## config.mk

```make
export PLATFORM = sky130hd
export DESIGN_NAME = perf_level_sequencer
export DESIGN_NICKNAME = d
export VERILOG_FILES = /design/src/rtl/perf_seq_pkg.sv /design/src/rtl/settle_monitor.sv /design/src/rtl/transition_fsm.sv /design/src/rtl/perf_level_sequencer.sv
export SDC_FILE = /design/constraint.sdc
export NUM_CORES = 1
export LEC_CHECK = 0
export BUFFER_PORTS_ARGS = -buffer_cell sky130_fd_sc_hd__buf_2
export CORE_ASPECT_RATIO = 0.7
export CORE_MARGIN = 4
export CORE_UTILIZATION = 45
export CTS_CLUSTER_SIZE = 14
export DETAILED_ROUTE_END_ITERATION = 8
export GPL_ROUTABILITY_DRIVEN = 0
export PLACE_DENSITY_LB_ADDON = 0.08
export SLEW_MARGIN = 0
export SYNTH_ARGS = -nofsm -noshare
export SYNTH_HDL_FRONTEND = slang
export SYNTH_SLANG_ARGS = --single-unit
```

## constraint.sdc

```tcl
create_clock -name clk -period 6.5 [get_ports clk]
set_clock_uncertainty 0.15 [all_clocks]
set_input_delay 1.3 -clock clk [delete_from_list [all_inputs] [get_ports clk]]
set_output_delay 1.3 -clock clk [all_outputs]
set_load 0.005 [all_outputs]
```

## src/rtl/perf_seq_pkg.sv

```systemverilog
package perf_seq_pkg;

  typedef enum logic [2:0] {
    ST_IDLE,
    ST_RAISE_V,
    ST_WAIT_GOOD,
    ST_SWITCH_CLK,
    ST_SWITCH_CLK_DN,
    ST_LOWER_V,
    ST_WAIT_SETTLE_DN
  } seq_state_t;

endpackage

```

## src/rtl/settle_monitor.sv

```systemverilog
module settle_monitor #(
  parameter int ERR_W    = 8,
  parameter int SETTLE_N = 4
) (
  input  logic                    clk,
  input  logic                    rst,
  input  logic                    clear,
  input  logic                    sample_valid,
  input  logic signed [ERR_W-1:0] sample,
  input  logic        [ERR_W-1:0] window,
  output logic                    settled
);

  localparam int CNT_W = $clog2(SETTLE_N + 1);
  localparam logic [CNT_W-1:0] CNT_LIMIT = CNT_W'(SETTLE_N);

  logic signed [ERR_W:0] sample_ext;
  logic        [ERR_W:0] magnitude;
  logic                  in_window;
  logic [CNT_W-1:0]      run_cnt;

  // One extra bit so the most negative sample has a representable magnitude.
  always_comb begin
    sample_ext = {sample[ERR_W-1], sample};
    magnitude  = sample_ext[ERR_W] ? $unsigned(-sample_ext) : $unsigned(sample_ext);
    in_window  = (magnitude <= {1'b0, window});
  end

  always_ff @(posedge clk) begin
    if (rst || clear) begin
      run_cnt <= '0;
    end else if (sample_valid) begin
      if (!in_window)
        run_cnt <= '0;
      else if (run_cnt != CNT_LIMIT)
        run_cnt <= run_cnt + 1'b1;
    end
  end

  assign settled = (run_cnt == CNT_LIMIT);

endmodule

```

## src/rtl/transition_fsm.sv

```systemverilog
module transition_fsm
  import perf_seq_pkg::*;
#(
  parameter int LVL_W = 3
) (
  input  logic             clk,
  input  logic             rst,
  input  logic             req_valid,
  input  logic [LVL_W-1:0] req_level,
  input  logic             settled,
  output logic             monitor_clear,
  output logic [LVL_W-1:0] vdd_target,
  output logic [LVL_W-1:0] clk_select,
  output logic             power_good,
  output logic             busy,
  output logic             done
);

  seq_state_t       state;
  logic [LVL_W-1:0] cur_level;
  logic [LVL_W-1:0] tgt_level;

  always_ff @(posedge clk) begin
    if (rst) begin
      state      <= ST_IDLE;
      cur_level  <= '0;
      tgt_level  <= '0;
      vdd_target <= '0;
      clk_select <= '0;
      power_good <= 1'b1;
      done       <= 1'b0;
    end else begin
      done <= 1'b0;
      unique case (state)
        ST_IDLE: begin
          if (req_valid) begin
            tgt_level <= req_level;
            if (req_level == cur_level)
              done <= 1'b1;
            else if (req_level > cur_level)
              state <= ST_RAISE_V;
            else
              state <= ST_SWITCH_CLK_DN;
          end
        end
        ST_RAISE_V: begin
          vdd_target <= tgt_level;
          power_good <= 1'b0;
          state      <= ST_WAIT_GOOD;
        end
        ST_WAIT_GOOD: begin
          if (settled) begin
            power_good <= 1'b1;
            state      <= ST_SWITCH_CLK;
          end
        end
        ST_SWITCH_CLK: begin
          clk_select <= tgt_level;
          cur_level  <= tgt_level;
          done       <= 1'b1;
          state      <= ST_IDLE;
        end
        ST_SWITCH_CLK_DN: begin
          clk_select <= tgt_level;
          state      <= ST_LOWER_V;
        end
        ST_LOWER_V: begin
          vdd_target <= tgt_level;
          power_good <= 1'b0;
          state      <= ST_WAIT_SETTLE_DN;
        end
        ST_WAIT_SETTLE_DN: begin
          if (settled) begin
            power_good <= 1'b1;
            cur_level  <= tgt_level;
            done       <= 1'b1;
            state      <= ST_IDLE;
          end
        end
        default: state <= ST_IDLE;
      endcase
    end
  end

  // The settle count restarts on the same edge that moves the voltage target.
  assign monitor_clear = (state == ST_RAISE_V) || (state == ST_LOWER_V);
  assign busy          = (state != ST_IDLE);

endmodule

```

## src/rtl/perf_level_sequencer.sv

```systemverilog
module perf_level_sequencer #(
  parameter int LVL_W    = 3,
  parameter int ERR_W    = 8,
  parameter int SETTLE_N = 4
) (
  input  logic                    clk,
  input  logic                    rst,
  input  logic                    req_valid,
  input  logic [LVL_W-1:0]        req_level,
  input  logic                    err_valid,
  input  logic signed [ERR_W-1:0] err_sample,
  input  logic [ERR_W-1:0]        settle_window,
  output logic [LVL_W-1:0]        vdd_target,
  output logic [LVL_W-1:0]        clk_select,
  output logic                    power_good,
  output logic                    busy,
  output logic                    done
);

  logic settle_ok;
  logic settle_clear;

  settle_monitor #(
    .ERR_W    (ERR_W),
    .SETTLE_N (SETTLE_N)
  ) u_settle (
    .clk          (clk),
    .rst          (rst),
    .clear        (settle_clear),
    .sample_valid (err_valid),
    .sample       (err_sample),
    .window       (settle_window),
    .settled      (settle_ok)
  );

  transition_fsm #(
    .LVL_W (LVL_W)
  ) u_fsm (
    .clk           (clk),
    .rst           (rst),
    .req_valid     (req_valid),
    .req_level     (req_level),
    .settled       (settle_ok),
    .monitor_clear (settle_clear),
    .vdd_target    (vdd_target),
    .clk_select    (clk_select),
    .power_good    (power_good),
    .busy          (busy),
    .done          (done)
  );

endmodule

```

==> run_results.csv <==
group,metric,value,unit
grt,grt_overflow,0,
worst_hold_path,min_path_type,"register to register",
yosys,ys_seq_elements,20,
yosys,avgSynthCellArea,8.44,um2
status,status,"completed",
cells_and_area,design_area,0.00155,mm2
routing,detail-route-antenna-nets,0,
sta,worst_pin_slew,0.436,ns
clocking,post_cts_buffers,0,
routing,wl_per_cell,12.4,um
yosys,synth.top_cells.by_area,"dfxtp_1, ha_1, mux2i_1",
setup_path,worst-setup-path-type,"input pin to register",
placed_design,dp.cells,215,
sta,hold_viol,0,
cells_and_area,drive_gt1_share,22.4,%
setup_path,endpoint_kind,"register",
cells_and_area,final_cells,219,
setup_path,path_cells,"buf_2, or3_1, o31ai_1, xnor2_1, ha_1, a21o_1, a21oi_2, a31oi_1, a2111oi_1",
die,die_y,53.1,um
sta,setup_ws,3.18,ns
cells_and_area,nNetsFinal,221,
setup_path,rr_endpoint,"u_settle.run_cnt[2]",
flow_run,maxCapViolCount,0,
routing,vias,1117,
clocking,cts_tree,"built",
routing,drt_pre_antenna_iters,4,
placed_design,place_area,0.00147,mm2
sta,slew_viol_final,0,
cells_and_area,n_antenna_cell,0,
routing,drt_iter0_drc,46,
die,core-area,0.00278,mm2
routing,via_per_inst,5.10,
setup_path,r2r_slack,4.78,ns
die,boundaryPins,32,
yosys,ys_warn_count,0,
clocking,clkLatencyLatePin,0.26,ns
clocking,ctsHoldBuffers,0,
clocking,htree_levels,1,
setup_path,cpPeakStageDelay,0.43,ns
clocking,clk_pin_slew,0.07,ns
clocking,cts_resized,0,
die,initial_utilization,47.0,%
placed_design,post-dp-hpwl,2.25,mm
setup_path,critical_path.endpoint,"u_settle.run_cnt[0]",
clocking,clk_path_buf_depth,2,
clocking,cts_buffers,3,
clocking,cts_sinks,20,
setup_path,crit_path_top_delay_cell,"or3_1",
grt,grt_pass1_vias,1016,
sta,tns,0,ns
setup_path,reg2reg_depth,6,
routing,routed_wl,2.72,mm
setup_path,reg2reg_from,"u_settle.run_cnt[0]",
sta,rsz0062_at_grt,"false",
grt,grt_max_degree,21,
yosys,synth.largest_area_cell,"dfxtp_1",
sta,period_share,51.0,%
routing,drc_errors,0,
placed_design,place_ws,2.88,ns
die,die_area,0.00385,mm2
grt,grt_first_pass_wirelength,4.40,mm
setup_path,startpoint,"err_sample[1]",
sta,min_period,3.32,ns
yosys,yosysTopAreaCellShare,30.6,%
sta,slew_headroom,70.9,%
clocking,cts-root-buf,"clkbuf_8",
yosys,synth_seq_area_share,30.6,%
yosys,synthesis.instances,155,
grt,antenna_found_initial,0,
setup_path,cp.required,6.49,ns
die,fp.dieW,72.5,um
cells_and_area,area_growth,18.1,%
sta,fmax,0.302,GHz
die,rows,16,
cells_and_area,final_util,55.5,%
worst_hold_path,whs_path_depth,2,
sta,setup-violations-final,0,
setup_path,start_kind,"input pin",
setup_path,cp_max_fo,3,
power_and_ir_drop,leakagePower,0.774,nW
yosys,netlist_area,0.00131,mm2
yosys,synth_nets,192,
placed_design,place.port_buffers,31,
power_and_ir_drop,ir_drop,0.132,mV
setup_path,arrival,3.31,ns
yosys,ys_types,39,
power_and_ir_drop,power_density,228,mW/mm2
grt,track_usage,15.0,%
==> logic make-up (layout without fill, tap and decap cells) <==
| logic type | after synthesis | count (layout) | share of synthesized area, % |
|---|---|---|---|
| and+or+nand+nor | 42 | 42 | 16.5 |
| AOI/OAI and AO/OA | 33 | 33 | 16.8 |
| buffers and inverters | 26 | 54 | 8.13 |
| DFF | 20 | 20 | 30.6 |
| adders and majority gates | 14 | 14 | 13.4 |
| muxes | 12 | 12 | 9.18 |
| xor gates and xnor gates | 8 | 8 | 5.35 |
==> cell type report <==
class	instances	area, um2
sequential	20	400
tap	36	45.0
timing repair buffer	31	155
clock inverter	1	30.0
clock buffer	3	41.3
inverter	19	71.3
multi-input combinational	109	802
fill	282	1240
==> power breakdown <==
group	switching (mW)	internal [mW]	leakage, nW	total (mW)
sequential	0.0130	0.131	0.163	0.144
clock	0.0409	0.0822	0.0357	0.123
combinational	0.0441	0.0409	0.576	0.0850
==> worst max-delay path, delay by kind of cell <==
| family | cells | cell delay (ns) |
|---|---|---|
| AO/OA/AOI/OAI | 5 | 1.19 |
| adder cells (fa/ha/maj) | 1 | 0.18 |
| XOR/XNOR | 1 | 0.10 |
| AND/OR/NAND/NOR | 1 | 0.43 |
| buffers and inverters | 1 | 0.10 |
==> flip-flops by register name (all words and copies together), names as in the netlist <==
signal and cells:
u_fsm.clk_select 3, u_fsm.cur_level 3, u_fsm.state 3, u_fsm.tgt_level 3, u_fsm.vdd_target 3, u_settle.run_cnt 3, u_fsm.done 1, u_fsm.power_good 1
==> per-stage QoR <==
| step | hold slack [ns] | total power, mW |
|---|---|---|
| 2_1_floorplan | 0.314 | 0.209 |
| 3_3_place_gp | 0.312 | 0.229 |
| 3_5_place_dp | 0.332 | 0.233 |
| 4_1_cts | 0.351 | 0.356 |
| 5_1_grt | 0.379 | 0.372 |
| 6_report | 0.342 | 0.352 |
==> metal layers <==
layer | vias up | GRT usage (%) | part of all wire [%]
li1 | 594 | - | -
met1 | 500 | 20.3 | 52
met2 | 21 | 23.4 | 42
met3 | 2 | 4.93 | 5.2
met4 | 0 | 2.76 | 0.29
met5 | - | 0 | 0
==> cell usage after synthesis <==
library cell	instances
ha_1	14
nand4_1	1
inv_1	18
and2_1	1
and4b_1	1
a21boi_0	1
nand2b_1	4
a21oi_1	11
nor3_1	1
a21oi_2	2
buf_1	1
xor2_1	2
dfxtp_1	20
o21ai_1	1
a31oi_1	2
clkbuf_1	1
o31ai_1	1
a21o_1	1
o21ai_2	1
a211oi_1	1
nor2_1	15
a211o_1	1
a21boi_2	1
a2111oi_1	3
buf_4	1
mux2i_1	12
o21ai_0	5
nor3_2	1
buf_2	4
xnor2_1	6
nor3b_1	1
o21a_1	1
nand2_1	6
inv_2	1
nand3_1	5
nor2b_1	2
or3_1	2
nor4b_1	2
o22a_1	1
==> worst min path at each step <==
stage	startpoint	end	slack, ns
detailed placement	u_fsm.power_good	u_fsm.power_good	0.33
CTS	u_fsm.power_good	u_fsm.power_good	0.35
finish	u_fsm.power_good	u_fsm.power_good	0.34
global route	u_fsm.power_good	u_fsm.power_good	0.38
global placement	u_fsm.power_good	u_fsm.power_good	0.31
floorplan	u_fsm.cur_level[1]	u_fsm.cur_level[1]	0.31
==> placed cells by master (no fill, tap or decap), types with 2 or more instances in the layout <==
master	n
or3_1	2
ha_1	14
dfxtp_1	20
nor4b_1	2
o21ai_0	5
nand3_1	5
a21oi_2	2
a2111oi_1	3
nand2_1	6
clkbuf_8	3
a21oi_1	11
a31oi_1	2
nand2b_1	4
xor2_1	2
nor2_1	15
inv_1	18
buf_2	31
mux2i_1	12
nor2b_1	2
xnor2_1	6
Power figures use the tool's default switching activity.
